`config.mk`:
```
export PLATFORM = sky130hd
export DESIGN_NAME = con_io_responder
export DESIGN_NICKNAME = d
export VERILOG_FILES = /design/src/rtl/con_io_pkg.sv /design/src/rtl/con_io_decode.sv /design/src/rtl/con_ccw_gen.sv /design/src/rtl/con_io_regs.sv /design/src/rtl/con_io_responder.sv
export SDC_FILE = /design/constraint.sdc
export NUM_CORES = 1
export LEC_CHECK = 0
export ABC_AREA = 1
export BUFFER_PORTS_ARGS = -buffer_cell sky130_fd_sc_hd__buf_4
export CELL_PAD_IN_SITES_DETAIL_PLACEMENT = 0
export CELL_PAD_IN_SITES_GLOBAL_PLACEMENT = 1
export CORE_MARGIN = 3
export CORE_UTILIZATION = 29
export CTS_CLUSTER_SIZE = 16
export DETAILED_ROUTE_END_ITERATION = 8
export GPL_TIMING_DRIVEN = 1
export PLACE_DENSITY = 0.75
export SETUP_SLACK_MARGIN = 0.1
export SLEW_MARGIN = 20
export SYNTH_ARGS = -nofsm -noshare
export SYNTH_HDL_FRONTEND = slang
export SYNTH_SLANG_ARGS = --single-unit
```
`constraint.sdc`:
```
create_clock -name clk -period 2.34 [get_ports clk]
set_clock_uncertainty 0.15 [all_clocks]
set_input_delay 0.117 -clock clk [delete_from_list [all_inputs] [get_ports clk]]
set_output_delay 0.117 -clock clk [all_outputs]
set_load 0.01 [all_outputs]
```
`src/rtl/con_io_pkg.sv`:
```
package con_io_pkg;
  localparam int DW      = 16;
  localparam int FCW     = 3;
  localparam int SNS_W   = 4;
  localparam int SEL_W   = 5;
  localparam int OPC_W   = DW - SEL_W - 1;

  localparam logic [FCW-1:0] FC_STAT  = 3'd0;
  localparam logic [FCW-1:0] FC_SENSE = 3'd1;
  localparam logic [FCW-1:0] FC_DATA  = 3'd4;

  localparam logic [OPC_W-1:0] CCW_OPC  = 10'h070;
  localparam logic [DW-1:0]    CCW_STOP = 16'h1C00;
  localparam logic [DW-1:0]    STAT_OE  = 16'h00F8;
  localparam int STAT_SSW_BIT = 3;
  localparam int STAT_SNS_LSB = 4;

  typedef enum logic [2:0] {
    OP_NONE,
    OP_RD_CCW,
    OP_RD_STAT,
    OP_WR_STAT,
    OP_RD_SENSE,
    OP_RD_ENTRY,
    OP_WR_DISP
  } io_op_e;
endpackage

```
`src/rtl/con_io_decode.sv`:
```
module con_io_decode
  import con_io_pkg::*;
#(
  parameter int ADDR_W = 6,
  parameter logic [ADDR_W-1:0] DEV_ADDR = '0
) (
  input  logic [ADDR_W-1:0] dev_addr,
  input  logic [FCW-1:0]    fcode,
  input  logic              io_in,
  input  logic              io_out,
  input  logic              ifetch_n,
  output io_op_e            op
);
  logic hit;
  assign hit = (dev_addr == DEV_ADDR);

  always_comb begin
    op = OP_NONE;
    if (hit && io_in && !io_out) begin
      case (fcode)
        FC_STAT:  op = ifetch_n ? OP_RD_STAT : OP_RD_CCW;
        FC_SENSE: op = OP_RD_SENSE;
        FC_DATA:  op = OP_RD_ENTRY;
        default:  op = OP_NONE;
      endcase
    end else if (hit && io_out && !io_in) begin
      case (fcode)
        FC_STAT: op = OP_WR_STAT;
        FC_DATA: op = OP_WR_DISP;
        default: op = OP_NONE;
      endcase
    end
  end
endmodule

```
`src/rtl/con_ccw_gen.sv`:
```
module con_ccw_gen
  import con_io_pkg::*;
(
  input  logic [SEL_W-1:0] sel,
  input  logic             dir,
  output logic [DW-1:0]    ccw
);
  logic [$clog2(SEL_W+1)-1:0] ones;
  logic                       one_hot;

  always_comb begin
    ones = '0;
    for (int i = 0; i < SEL_W; i++) begin
      ones = ones + {{($clog2(SEL_W+1)-1){1'b0}}, sel[i]};
    end
  end

  assign one_hot = (ones == 1);
  assign ccw = one_hot ? {CCW_OPC, sel, dir} : CCW_STOP;
endmodule

```
`src/rtl/con_io_regs.sv`:
```
module con_io_regs
  import con_io_pkg::*;
(
  input  logic             clk,
  input  logic             rst,
  input  io_op_e           op,
  input  logic [DW-1:0]    bus_wdata,
  input  logic             pnl_entry_wr,
  input  logic [DW-1:0]    pnl_entry,
  input  logic             pnl_sense_wr,
  input  logic [SNS_W-1:0] pnl_sense,
  input  logic             pnl_ssw,
  output logic [DW-1:0]    entry_q,
  output logic [DW-1:0]    disp_q,
  output logic [SNS_W-1:0] sense_q,
  output logic             ssw_q
);
  always_ff @(posedge clk) begin
    if (rst) begin
      entry_q <= '0;
      disp_q  <= '0;
      sense_q <= '0;
      ssw_q   <= 1'b0;
    end else begin
      if (pnl_entry_wr) entry_q <= pnl_entry;
      if (op == OP_WR_DISP) disp_q <= bus_wdata;
      if (op == OP_WR_STAT) begin
        ssw_q   <= bus_wdata[STAT_SSW_BIT];
        sense_q <= bus_wdata[STAT_SNS_LSB +: SNS_W];
      end else if (pnl_sense_wr) begin
        ssw_q   <= pnl_ssw;
        sense_q <= pnl_sense;
      end
    end
  end
endmodule

```
`src/rtl/con_io_responder.sv`:
```
module con_io_responder
  import con_io_pkg::*;
#(
  parameter int ADDR_W = 6,
  parameter logic [ADDR_W-1:0] DEV_ADDR = '0
) (
  input  logic              clk,
  input  logic              rst,
  input  logic [ADDR_W-1:0] dev_addr,
  input  logic [FCW-1:0]    fcode,
  input  logic              io_in,
  input  logic              io_out,
  input  logic              ifetch_n,
  input  logic [DW-1:0]     bus_wdata,
  output logic [DW-1:0]     bus_rdata,
  output logic [DW-1:0]     bus_oe,
  input  logic              pnl_entry_wr,
  input  logic [DW-1:0]     pnl_entry,
  input  logic              pnl_sense_wr,
  input  logic [SNS_W-1:0]  pnl_sense,
  input  logic              pnl_ssw,
  input  logic [SEL_W-1:0]  pnl_sel,
  input  logic              pnl_dir,
  output logic [DW-1:0]     disp_q,
  output logic [SNS_W-1:0]  sense_q,
  output logic              ssw_q
);
  io_op_e        op;
  logic [DW-1:0] ccw;
  logic [DW-1:0] entry_q;
  logic [DW-1:0] word_d;
  logic [DW-1:0] oe_d;

  con_io_decode #(.ADDR_W(ADDR_W), .DEV_ADDR(DEV_ADDR)) u_dec (
    .dev_addr (dev_addr),
    .fcode    (fcode),
    .io_in    (io_in),
    .io_out   (io_out),
    .ifetch_n (ifetch_n),
    .op       (op)
  );

  con_ccw_gen u_ccw (
    .sel (pnl_sel),
    .dir (pnl_dir),
    .ccw (ccw)
  );

  con_io_regs u_regs (
    .clk          (clk),
    .rst          (rst),
    .op           (op),
    .bus_wdata    (bus_wdata),
    .pnl_entry_wr (pnl_entry_wr),
    .pnl_entry    (pnl_entry),
    .pnl_sense_wr (pnl_sense_wr),
    .pnl_sense    (pnl_sense),
    .pnl_ssw      (pnl_ssw),
    .entry_q      (entry_q),
    .disp_q       (disp_q),
    .sense_q      (sense_q),
    .ssw_q        (ssw_q)
  );

  always_comb begin
    word_d = '0;
    oe_d   = '0;
    case (op)
      OP_RD_CCW: begin
        word_d = ccw;
        oe_d   = '1;
      end
      OP_RD_STAT: begin
        word_d[STAT_SSW_BIT]               = ssw_q;
        word_d[STAT_SNS_LSB +: SNS_W]      = sense_q;
        oe_d                               = STAT_OE;
      end
      OP_RD_SENSE: begin
        word_d[SNS_W-1:0] = sense_q;
        oe_d              = '1;
      end
      OP_RD_ENTRY: begin
        word_d = entry_q;
        oe_d   = '1;
      end
      default: begin
        word_d = '0;
        oe_d   = '0;
      end
    endcase
  end

  always_ff @(posedge clk) begin
    if (rst) begin
      bus_rdata <= '0;
      bus_oe    <= '0;
    end else begin
      bus_rdata <= word_d;
      bus_oe    <= oe_d;
    end
  end
endmodule

```
==> run summary <==
clock tree buffer depth: 2
CP max stage delay: 0.47 ns
#FFs+latches synth: 55
# DRC: 0
Final Hold Vio Count: 1
cell area after layout: 3749 um^2
Lkg Pwr: 1.801 nW
Post-synth ARST share: 0%
most used cell along the critical path: nor2_1
ys flop type: dfxtp_1
clock transition at the registers of the reported paths: 0.09 ns
period utilisation layout: 95.69%
synthesized area per cell: 7.453 um^2
FF/Latch Area: 1101 um^2
multi-input logic area: 1018 um^2
Warnings, synthesis: 0
# rows: 32
most frequent cells in the layout: buf_4, nor2_1, dfxtp_1
DP Area: 3244 um^2
pre-CTS setup slack: -0.2573 ns
global route total overflow: 0
maximum vdd drop: 267.3 uV
final setup vio count: 0
startpoint type of the worst setup path: primary input
min cycle time layout: 2.239 ns
Area Growth Syn to Fin: 56.20%
drt initial violations: 59
unrepaired setup endpoints after global routing: true
Hold WC Path Type: in -> reg
syn nets: 385
Worst Tran Pin Value: 0.5144 ns
via/cell ratio: 4.349
vias in the first global route: 2,398
Clock Power Share: 29.3%
ordered list of cells on the worst path: buf_6 -> ha_4 -> inv_2 -> fa_1 -> inv_1 -> ha_2 -> fa_1 -> nor3b_2 -> nand4_1 -> nor2_1 -> nor2_1 -> nor2_1
internal power: 1.324 mW
die width: 96.97 um
Flop pwr share: 55.9%
hold slack final: -0.008742 ns
power per cell area: 465.6 nW/um^2
setup ws final: 0.1009 ns
Avg WL per Cell: 12.04 um
CTS tree: done
Initial Util: 30.43%
largest net degree at the start of global routing: 33
combinational power share: 14.8%
CP max FO: 5
GRT Total Usage: 14.42%
number of synthesized flops with an enable pin: 0
P_sw: 0.4214 mW
commonest non-fill, non-tap cell in the layout: buf_4
DPL Wire Length: 4.806 mm
Slowest cell on crit path: fa_1
Setup crit end kind: flip-flop
number of distinct library cells after synthesis: 25
clock insertion delay at the later pin of the skew report: 0.30 ns
global-route wire length before repair: 11.31 mm
Core ar.: 7888 um^2
Filler cells: 813
Max Fclk: 446.6 MHz
final-report max-slew violation count: 0
initial antenna violation count: 0
GP Congestion: 0.7588
H-tree Lvls: 2
CTS sink count: 55
cell count after synthesis: 322
CTS Buf Count: 5
Final #Nets: 521
fraction of layout cells with a size suffix above 1: 29.85%
failing checks: hold timing
sw frac: 24.15%
clock root buffer: clkbuf_8
Synth Cell Area: 2400 um^2
I/O pin count: 112
total wire length: 6.756 mm
Detail Route Antenna Nets: 0
Seq/Total Area, Yosys: 45.88%
critical path type: in -> reg
status: finished, violations left
Vias: 2,440
Die Y: 96.97 um
die area: 9403 um^2
antenna cells: 0
IO buf count: 111
max_cap viols: 0
Worst EP required: 2.44 ns
worst relative slew slack: 65.34%
crit path DAT: 2.34 ns
DR pass1 iterations: 4
routing by layer:
metal	vias up	part of all wire, %	global-route usage (%)
met2	80	47	25.16
met4	0	1.5	4.320
met5	-	0	0
met3	9	6.4	3.389
met1	1074	45	17.55
li1	1277	-	-
critical path: cells and delay by family:
| family | cells | cell delay, ns |
|---|---|---|
| and+or+nand+nor | 5 | 0.72 |
| buffers and inverters | 3 | 0.17 |
| adders and majority gates | 4 | 1.32 |
layout make-up:
| type | instances | share of cell area [%] |
|---|---|---|
| Clock buffer | 7 | 2.036 |
| Multi-Input combinational cell | 201 | 27.17 |
| Clock inverter | 1 | 0.1335 |
| Timing Repair Buffer | 155 | 33.85 |
| Sequential cell | 55 | 29.37 |
| Inverter | 40 | 4.039 |
| Tap cell | 102 | 3.405 |
flip-flops by register name, summed over array words and instances, names as in the netlist:
register        cells
bus_oe              2
bus_rdata          16
u_regs.disp_q      16
u_regs.entry_q     16
u_regs.sense_q      4
u_regs.ssw_q        1
synthesized netlist by cell type, types with 2 or more instances:
cell type / instances / area [um^2]
nand4_1: 4 / 25.02
clkbuf_1: 10 / 37.54
dfxtp_1: 55 / 1101
a31oi_1: 3 / 18.77
fa_1: 2 / 40.04
o21ai_1: 4 / 20.02
nand2_2: 2 / 12.51
nand3_1: 22 / 110.1
a21oi_1: 25 / 125.1
nand2_1: 32 / 120.1
nor2_1: 66 / 247.7
inv_1: 38 / 142.6
o21ai_0: 33 / 165.2
buf_4: 14 / 105.1
ha_1: 2 / 25.02
path summary, 6_finish.rpt:
| path | start | end | slack (ns) | cells after the start |
|---|---|---|---|---|
| max | pnl_sel[1] | bus_rdata[4] | 0.10 | 12 |
| min | pnl_sel[1] | bus_rdata[2] | -0.009 | 5 |
| max reg2reg | u_regs.ssw_q | u_regs.ssw_q | 0.94 | 3 |
| min reg2reg | u_regs.entry_q[14] | bus_rdata[14] | 0.30 | 2 |
power by group through the flow:
stage	combinational, mW	sequential [mW]	clock (mW)
detailed placement	0.203	0.997	0
CTS	0.257	0.975	0.540
floorplan	0.0929	0.994	0
finish	0.258	0.975	0.512
global placement	0.200	0.996	0
global route	0.291	0.979	0.569
logic make-up after synthesis:
group | count (synthesis) | synth area share (%)
flip-flops | 55 | 45.88
buffers and inverters | 66 | 12.93
adder cells (fa/ha/maj) | 4 | 2.711
AND/OR/NAND/NOR | 132 | 24.77
AO/OA/AOI/OAI | 65 | 13.71
stage by stage:
step	power (mW)	std cells	TNS (ns)	util, %
2_1_floorplan	1.087	322	0	-
3_3_place_gp	1.196	512	-0.9313	41.13
3_5_place_dp	1.200	512	-1.309	41.13
4_1_cts	1.772	559	0	47.21
5_1_grt	1.839	561	-0.1587	47.53
6_report	1.745	561	0	47.53
timing repair:
item,CTS,global route
buffers inserted,0,2
pin swaps,2,7
endpoints found under the hold margin,40,0
setup endpoints to repair,4,7
resized for setup,2,3
hold buffers,39,0
Note: power is estimated with default switching activity, not from simulation.
